===== src/rtl/hzc_pkg.sv =====
package hzc_pkg;

  typedef enum logic [2:0] {
    CAT_FLOW = 3'd0,
    CAT_ALU1 = 3'd1,
    CAT_ALU2 = 3'd2,
    CAT_ALU3 = 3'd3,
    CAT_SFU  = 3'd4,
    CAT_TEX  = 3'd5
  } cat_e;

  localparam int ERR_W      = 8;
  localparam int E_DELAY    = 0;
  localparam int E_SFU_WAIT = 1;
  localparam int E_TEX_WAIT = 2;
  localparam int E_FIRST    = 3;
  localparam int E_SFU_PAIR = 4;
  localparam int E_EOI_EARLY = 5;
  localparam int E_EOI_LOST = 6;
  localparam int E_RANGE    = 7;

  localparam int GAP_SHORT = 3;
  localparam int GAP_LONG  = 6;
  localparam int GAP_MAD3  = 1;

  function automatic logic cat_is_alu(input logic [2:0] c);
    return (c == CAT_ALU1) || (c == CAT_ALU2) || (c == CAT_ALU3);
  endfunction

  function automatic logic cat_counts_ss(input logic [2:0] c);
    return cat_is_alu(c) || (c == CAT_SFU);
  endfunction

  function automatic logic cat_repeats(input logic [2:0] c);
    return (c <= CAT_SFU);
  endfunction

endpackage


===== src/rtl/hzc_timebase.sv =====
module hzc_timebase
  import hzc_pkg::*;
#(
  parameter int RPT_W = 3
) (
  input  logic             clk,
  input  logic             rst_n,
  input  logic             issue,
  input  logic [2:0]       cat,
  input  logic             ss,
  input  logic             sy,
  input  logic [RPT_W-1:0] rpt,
  input  logic             endp,
  output logic [31:0]      cyc,
  output logic [31:0]      c_first,
  output logic [31:0]      c_last,
  output logic [31:0]      eff_ss,
  output logic [31:0]      eff_sy
);
  logic [31:0] cyc_q, cyc_d;
  logic [31:0] ss_q, ss_d;
  logic [31:0] sy_q, sy_d;
  logic [31:0] rep_ext;
  logic        ss_hit, sy_hit;

  always_comb begin
    rep_ext = (cat_repeats(cat) && !endp) ? 32'(rpt) : 32'd0;
    c_first = cyc_q + 32'd1;
    c_last  = cyc_q + rep_ext + 32'd1;
    ss_hit  = issue && ss && cat_counts_ss(cat);
    sy_hit  = issue && sy;
    eff_ss  = ss_hit ? c_first : ss_q;
    eff_sy  = sy_hit ? c_first : sy_q;
    cyc_d   = c_last;
    ss_d    = ss_hit ? c_last : ss_q;
    sy_d    = sy_hit ? c_last : sy_q;
  end

  always_ff @(posedge clk or negedge rst_n) begin
    if (!rst_n) begin
      cyc_q <= '0;
      ss_q  <= '0;
      sy_q  <= '0;
    end else if (issue) begin
      cyc_q <= cyc_d;
      ss_q  <= ss_d;
      sy_q  <= sy_d;
    end
  end

  assign cyc = cyc_q;
endmodule


===== config.mk =====
export PLATFORM = sky130hd
export DESIGN_NAME = hzc_timebase
export DESIGN_NICKNAME = d
export VERILOG_FILES = /design/src/rtl/hzc_pkg.sv /design/src/rtl/hzc_timebase.sv
export SDC_FILE = /design/constraint.sdc
export NUM_CORES = 1
export LEC_CHECK = 0
export CAP_MARGIN = 20
export CORE_ASPECT_RATIO = 0.8
export CORE_MARGIN = 2
export CORE_UTILIZATION = 25
export DETAILED_ROUTE_END_ITERATION = 8
export GPL_ROUTABILITY_DRIVEN = 0
export RECOVER_POWER = 100
export SETUP_SLACK_MARGIN = 0.02
export SYNTH_ARGS = -nofsm -noshare
export SYNTH_HDL_FRONTEND = slang
export SYNTH_SLANG_ARGS = --single-unit

===== constraint.sdc =====
create_clock -name clk -period 5 [get_ports clk]
set_input_delay 1.5 -clock clk [delete_from_list [all_inputs] [get_ports clk]]
set_output_delay 1.5 -clock clk [all_outputs]
set_load 0.01 [all_outputs]

## Word level (Yosys, flattened, before mapping)

Index checks and enable logic that the tools add are counted.
Widths: inputs -> output; s select.

| storage, ports and cells | value |
|---|---|
| bits in registers | 96 |
| bits in latches | 0 |
| memory bits (writable) | 0 |
| memory bits (read-only) | 0 |
| input bits | 12 |
| output and inout port bits | 160 |
| logic and storage cells | 24 |
| memories kept | 0 |

| cells by class | value |
|---|---|
| add/sub/neg operators | 3 |
| multiply operators | 0 |
| div/mod/pow operators | 0 |
| order comparisons | 1 |
| eq/ne operators | 4 |
| shift operators | 0 |
| muxes and demuxes | 3 |
| bitwise logic cells | 0 |
| reductions and logical operators | 10 |

Operators with widths:

| cell | count |
|---|---|
| $add 32x1->32 const B | 2 |
| $mux 32 | 2 |
| $add 32x3->32 | 1 |
| $eq 3x2->1 const B | 2 |
| $logic_and 1x1->1 | 4 |
| $reduce_and 2->1 | 2 |
| $eq 3x1->1 const B | 1 |
| $eq 3x3->1 const B | 1 |
| $le 3x3->1 const B | 1 |
| $logic_or 1x1->1 | 3 |
| $mux 3 | 1 |
| $logic_not 1->1 | 1 |

## Depth between registers and ports, before layout

Gate-level depths: netlist of the first run.

| logic depth | value |
|---|---|
| depth after elaboration | 6 |
| depth in mapped cells | 11 |

## Worst setup path before layout of the first run

Ideal clock, no wire load.

| path | value |
|---|---|
| path type | input-to-output |
| start point | input cat[0] |
| end point | output c_last[24] |
| data arrival time | 3.788 ns |
| required time | 3.500 ns |
| path slack | -0.288 ns |
| cell stages on the path | 11 |
| path through | o21ai_0 > nor2b_1 > nand2_1 > ha_1 > inv_1 > fa_1 > a21oi_1 > or4_4 > clkbuf_1 > o31ai_1 > nand2_1 |

| between the ends | value |
|---|---|
| word-level cells in the longest chain between the ends | 5 |

RTL lines:

| what | line | source |
|---|---|---|
| start: declaration | hzc_timebase.sv:9 | `input logic [2:0] cat,` |
| $le 3x3->1 | hzc_pkg.sv:35 | `return (c <= CAT_SFU);` |
| $logic_and 1x1->1 | hzc_timebase.sv:27 | `rep_ext = (cat_repeats(cat) && !endp) ? 32'(rpt) : 32'd0;` |
| $mux 3 | hzc_timebase.sv:27 |  |
| $add 32x3->32 | hzc_timebase.sv:29 | `c_last = cyc_q + rep_ext + 32'd1;` |
| $add 32x1->32 | hzc_timebase.sv:29 |  |
| end: declaration | hzc_timebase.sv:16 | `output logic [31:0] c_last,` |

No other way between the ends.

## Worst setup path in the final report of the first run

| path | value |
|---|---|
| start point | input cat[1] |
| end point | output c_last[18] |

The elaborated chain is that of the path after synthesis.

==> run metrics, run 1 <==
status=complete, but fails checks; failing checks=capacitance limit, slew limit, setup timing; r2r worst-path depth=6; Final WS setup=-0.204 ns; final WL=23100 um; Area Growth Syn to Fin=66.4%; RR Endpoint=sy_q[29]; root buffer cell=clkbuf_16; most numerous cell in the Yosys netlist=dfrtp_1; CTS buffer count=9; P_sw=1.30 mW; Post-Place Cells=1256; Post-synth top flop=dfrtp_1; layout cells sized above 1=28.8%; Post-Syn Area=0.00592 mm2; Post-synth top cells=dfrtp_1, nor2_1, nand2_1; Die H=around 140 um; IO Port Bufs=171; number of max-cap violations=1; EDFF count, synth=0; Worst-Skew Late Latency=0.36 ns; Final nets=1005; Initial Util=25.4%; Core Util, Final=~42%; Post-DP HPWL=17100 um; post-synth top area share=40.6%; number of global-route vias before repair=6236; row count=50; static leakage=4.40 nW; crit-path cells=buf_6 -> o21ai_2 -> nor2b_4 -> nand2_1 -> ha_2 -> inv_2 -> fa_2 -> a21oi_4 -> or4_4 -> buf_6 -> or3_4 -> nand2_2 -> buf_6; R2R Setup Slk=roughly 2.3 ns; area leader, netlist=dfrtp_1; sequential share of the synthesized area=40.6%; Worst Setup Start Kind=input pin; initial drt markers=approximately 460; #FFs+latches synth=96; H-Tree Level Count=3; residual DRC count=0; Clk pwr share=21.2%; PwrDens=367 mW/mm2; slowest CP cell=or4_4; CP most frequent cell=buf_6; min Tclk post-route=5.20 ns; total power=about 3.6 mW; clock slew seen by the registers of the worst setup and hold paths=approximately 0.070 ns; Least-Margin Pin Slew=2.69 ns; layout filler cell count=2331; WL/cell=17.7 um; IO Pins=172; core area=0.0233 mm2; Worst path max stage delay=0.48 ns; Post-CTS Hold Buffers=0; async set-reset flop share out of synthesis=100%; Crit path arrival time=3.70 ns; CP Capture Type=output pin; Critical Path RT=roughly 3.5 ns; CP Capture Point=c_last[18]; top post-synthesis cells by area=dfrtp_1, xnor2_1, a31oi_1, nor2_1, nand2_1; FMAX=192 MHz; first-pass GRT wire length=around 36000 um; Hold Slack=0.475 ns; combinational power share=49.6%; Net Count, Synth=~730; worst clock skew=about 0.012 ns; syn avg cell area=8.35 um2; Pins Over Slew Limit=43; clock sink count=96; non-filler cells, final=1305; worst r2r src=cyc[15]; die area=0.0249 mm2; antenna violations before repair=0; clock tree from TritonCTS=yes; synth warn=0; Die X-Extent=176 um; Post-DRT Antenna Nets=0; post-synthesis cell count=between 700 and 800; Hold WC Path Type=register to register; Internal Power=2.31 mW; Sw Share=36.1%; number of distinct library cells after synthesis=46; largest net degree at the start of global routing=43; share of the clock period used by the worst path=104%; Final setup viols=15; # diodes=0; Hold Fails Final Rpt=0; path type of the worst setup path=input pin to output pin; unrepaired setup endpoints after global routing=true; crit path from=cat[1]; GRT overflow=0; vias per cell=around 5.1; Worst Path Max Fanout=3; Max VDD drop=0.362 mV; Flop pwr share=between 20 and 30%; maximum clock insertion buffer count=2; DR vias=6596; Slew HR=-79.1%; TritonRoute pass-1 iters=5; GRT Util Overall=roughly a fifth
worst min path at each step:
| stage | from | endpoint | slack, ns | cells after the start |
|---|---|---|---|---|
| 3_3_place_gp | sy_q[1] | sy_q[1] | 0.45 | 2 |
| 5_1_grt | sy_q[1] | sy_q[1] | 0.49 | 2 |
| 2_1_floorplan | ss_q[1] | ss_q[1] | 0.43 | 2 |
| 4_1_cts | sy_q[1] | sy_q[1] | 0.48 | 2 |
| 3_5_place_dp | ss_q[3] | ss_q[3] | 0.46 | 2 |
| 6_report | sy_q[1] | sy_q[1] | 0.48 | 2 |
area by class of cell:
cell class	count	area [um2]	share of cell area, %
multi-input cells	526	3640	37.0
repair buffers	325	2980	30.3
flip-flops and latches	96	2400	24.4
well taps	312	390	3.96
clock buffers	9	225	2.29
inverters	30	113	1.14
clock inverters	7	96.3	0.978
cells in the final DEF (no fill, tap or decap), types with 10 or more instances in the layout:
master           count
nor2_1              77
and4_1              17
dlymetal6s2s_1      20
xnor2_1             37
a31oi_1             58
nand4_1             27
buf_6               29
nand2_2             11
or3_1               13
nor3_1              11
a21oi_1             46
a211oi_1            10
dlygate4sd2_1       17
nand3_1             13
dfrtp_1             95
clkdlybuf4s50_1    101
o21ai_0             23
buf_2               12
inv_1               29
nand2_1             56
xor2_1              10
buf_4              131
timing repair:
item                       CTS  global route
resized for setup          216            70
setup endpoints to repair   77            64
gates cloned                 1             0
setup buffers               24             9
pin swaps                   27            25
state kept, by name, indices dropped and copies added (netlist names):
signal	count
ss_q	32
cyc	32
sy_q	32
worst max-delay path, delay by kind of cell:
family	cells	cell delay, ns
buffers and inverters	4	0.40
AO/OA/AOI/OAI	2	0.22
adder cells (fa/ha/maj)	2	0.42
AND/OR/NAND/NOR	5	1.15
metal layers:
metal	part of all wire, %	vias up	global-route usage, %
met5	0	-	0
met2	44	278	28.2
met4	1.6	0	4.70
met3	7.1	27	4.21
li1	-	3111	-
met1	47	3180	26.8
stage by stage:
stage | setup TNS (ns) | cell area [um2] | worst slack [ns]
5_1_grt | -3.30 | 9850 | -0.284
4_1_cts | -1.97 | 9560 | -0.275
3_3_place_gp | -31.17 | 8780 | -1.11
2_1_floorplan | -0.0444 | 5980 | -0.0222
3_5_place_dp | -31.80 | 8780 | -1.14
6_report | -1.62 | 9850 | -0.204
power by group through the flow:
stage                     logic, mW  registers, mW  clock network, mW
after global placement         1.56           1.05                  0
after floorplan               0.697           1.01                  0
after detailed placement       1.57           1.06                  0
after CTS                      1.73           1.05              0.788
final                          1.79           1.06              0.766
after global routing           1.94           1.08              0.813
cell families (layout without fill, tap and decap cells):
family	count (synthesis)	after routing	synth area share, %
AOI/OAI and AO/OA	168	168	16.8
xor gates and xnor gates	58	58	8.58
adders and majority gates	5	5	1.18
buffers and inverters	88	371	6.32
DFF	96	96	40.6
muxes	2	2	0.359
and+or+nand+nor	292	293	26.2
Power figures use the tool's default switching activity.
==> run 2: changes to the inputs <==
Settings changed: CTS_CLUSTER_DIAMETER from default to 120.
==> results of run 2 <==
The final DEF is identical to that of run 1; final timing and power are the same.
==> run 3: changes to the inputs <==
Settings changed: CORE_MARGIN 2 to 10, CORE_UTILIZATION 25 to 40, PLACE_DENSITY from default to 0.72.
==> run metrics, run 3 (synthesis gave the netlist of run 1 again) <==
Setup WS pre-CTS=-1.12 ns (+0.0198 ns); Critical Path RT=3.50 ns (about the same); most common cell after layout, fill and taps aside=buf_4; Post-DP HPWL=16500 um (-3.3%); Final nets=984 (-2.1%); IO Port Bufs=171 (unchanged); FMAX=191 MHz (-0.65%); residual DRC count=0 (unchanged); row count=39 (-22%); Hold Fails Final Rpt=0 (unchanged); Post-DRT Antenna Nets=0 (unchanged); GRT Util Overall=21.4% (+2.8 points); final WL=22900 um (-0.78%); Slew HR=-85.9% (-6.9 points); die area=0.0201 mm2 (-19%); failing checks=capacitance limit, slew limit, setup timing; IO Pins=172 (unchanged); worst clock skew=0.00584 ns (-0.00571 ns); Worst Setup Start Kind=input pin; total power=3.41 mW (-5.5%); static leakage=4.30 nW (-2.4%); Final setup viols=24 (+9); Area Growth Syn to Fin=59.6%; maximum clock insertion buffer count=2 (unchanged); Crit path arrival time=3.74 ns (+0.04 ns); antenna violations before repair=0 (unchanged); H-Tree Level Count=3 (unchanged); Die H=129 um (-9.1%); final non-filler cell area=0.00945 mm2 (-4.1%); TritonRoute pass-1 iters=7 (+2); initial drt markers=657 (+42%); vias per cell=5.74 (+14%); layout cells sized above 1=26.3% (-2.5 points); Worst path max stage delay=0.48 ns (about the same); Pins Over Slew Limit=50 (+16%); min Tclk post-route=5.24 ns (+0.0341 ns); unrepaired setup endpoints after global routing=true; Worst-Skew Late Latency=0.36 ns (about the same); clock sink count=96 (unchanged); clock tree from TritonCTS=yes; Hold WC Path Type=register to register; number of max-cap violations=1 (unchanged); most frequent cells in the layout=buf_4, clkdlybuf4s50_1, dfrtp_1; placed cell areas=0.00858 mm2 (-2.3%); Post-CTS Hold Buffers=0 (unchanged); path type of the worst setup path=input pin to output pin; crit-path cells=dlygate4sd2_1 -> nor2b_4 -> buf_4 -> buf_4 -> and2_4 -> ha_4 -> a21oi_4 -> or4_4 -> buf_6 -> or3_4 -> nand2_2 -> buf_6; Hold Slack=0.468 ns (-0.00741 ns); number of global-route vias before repair=6263 (+0.43%); slowest CP cell=or4_4; GRT overflow=0 (unchanged); root buffer cell=clkbuf_16; CP Capture Type=output pin; Final WS setup=-0.239 ns (-0.0341 ns); # diodes=0 (unchanged); CTS buffer count=9 (unchanged); clock slew seen by the registers of the worst setup and hold paths=0.06 ns (about the same); status=complete, but fails checks; PwrDens=361 mW/mm2 (-1.4%); WL/cell=19.8 um (+12%); Die X-Extent=156 um (-11%); Max VDD drop=0.444 mV (+23%); share of the clock period used by the worst path=105% (+0.68 points); Core Util, Final=65.6% (+23 points); DR vias=6636 (+0.61%); Least-Margin Pin Slew=2.79 ns (+0.103 ns); first-pass GRT wire length=34500 um (-4.1%); Worst Path Max Fanout=5 (+2); core area=0.0144 mm2 (-38%); Initial Util=41.1% (+16 points); largest net degree at the start of global routing=50 (+16%)
run 3: changes by cell type in the layout (fill, tap and decap cells not counted), sizes merged, moves of 2 or more:
| cell | previous run | this run |
|---|---|---|
| clkdlybuf4s15 | 2 | 0 |
| clkinvlp | 3 | 0 |
| buf | 180 | 155 |
| clkbuf | 14 | 23 |
| dlygate4sd2 | 17 | 7 |
| bufinv | 2 | 0 |
| clkdlybuf4s50 | 101 | 112 |
run 3: critical path: cells and delay by family:
family | cells | cell delay [ns]
simple gates | 5 | 1.10
buf+inv | 5 | 0.75
fa+ha+maj | 1 | 0.30
compound gates | 1 | 0.07
run 3: final cells by class:
cell class                      count  area [um2]
Tap cell                          184         230
Sequential cell                    96        2400
Clock buffer                       13         270
Clock inverter                      3        15.0
Timing Repair Buffer              304        2790
Fill cell                        1155        4950
Multi-Input combinational cell    526        3630
Inverter                           30         113
run 3: routing by layer:
| layer | vias to the layer above | routed length, um | track usage, % |
|---|---|---|---|
| li1 | 3087 | - | - |
| met1 | 3212 | 9490 | 27.0 |
| met2 | 306 | 10700 | 34.2 |
| met3 | 31 | 2360 | 7.53 |
| met4 | 0 | 345 | 5.88 |
| met5 | - | 0 | 0 |
run 3: worst paths after layout:
| path | from | endpoint | slack (ns) | depth (start not counted) |
|---|---|---|---|---|
| setup / recovery | endp | c_last[28] | -0.24 | 12 |
| hold / removal | sy_q[1] | sy_q[1] | 0.47 | 2 |
| setup reg to reg | cyc[0] | cyc[28] | 2.28 | 10 |
| hold reg to reg | sy_q[1] | sy_q[1] | 0.47 | 2 |
| max in group asynchronous | rst_n | cyc[21] | 1.13 | 2 |
| min in group asynchronous | rst_n | sy_q[0] | 2.03 | 1 |
run 3: power breakdown:
group | internal (mW) | total [mW] | switching [mW]
logic | 0.853 | 1.67 | 0.822
registers | 0.920 | 1.06 | 0.140
clock network | 0.376 | 0.679 | 0.303
total | 2.15 | 3.41 | 1.26
run 3: per-stage QoR:
stage | instances | TNS (ns)
after CTS | 1149 | -1.33
after detailed placement | 1123 | -30.27
after floorplan | 709 | -0.0444
final | 1156 | -2.68
after global routing | 1156 | -4.65
after global placement | 1123 | -28.98
run 3: repair_timing:
action | 4_1_cts | 5_1_grt
resized for setup | 171 | 92
buffers inserted | 10 | 8
cloned | 1 | 0
pin swaps | 28 | 19
endpoints found under the setup margin | 61 | 54
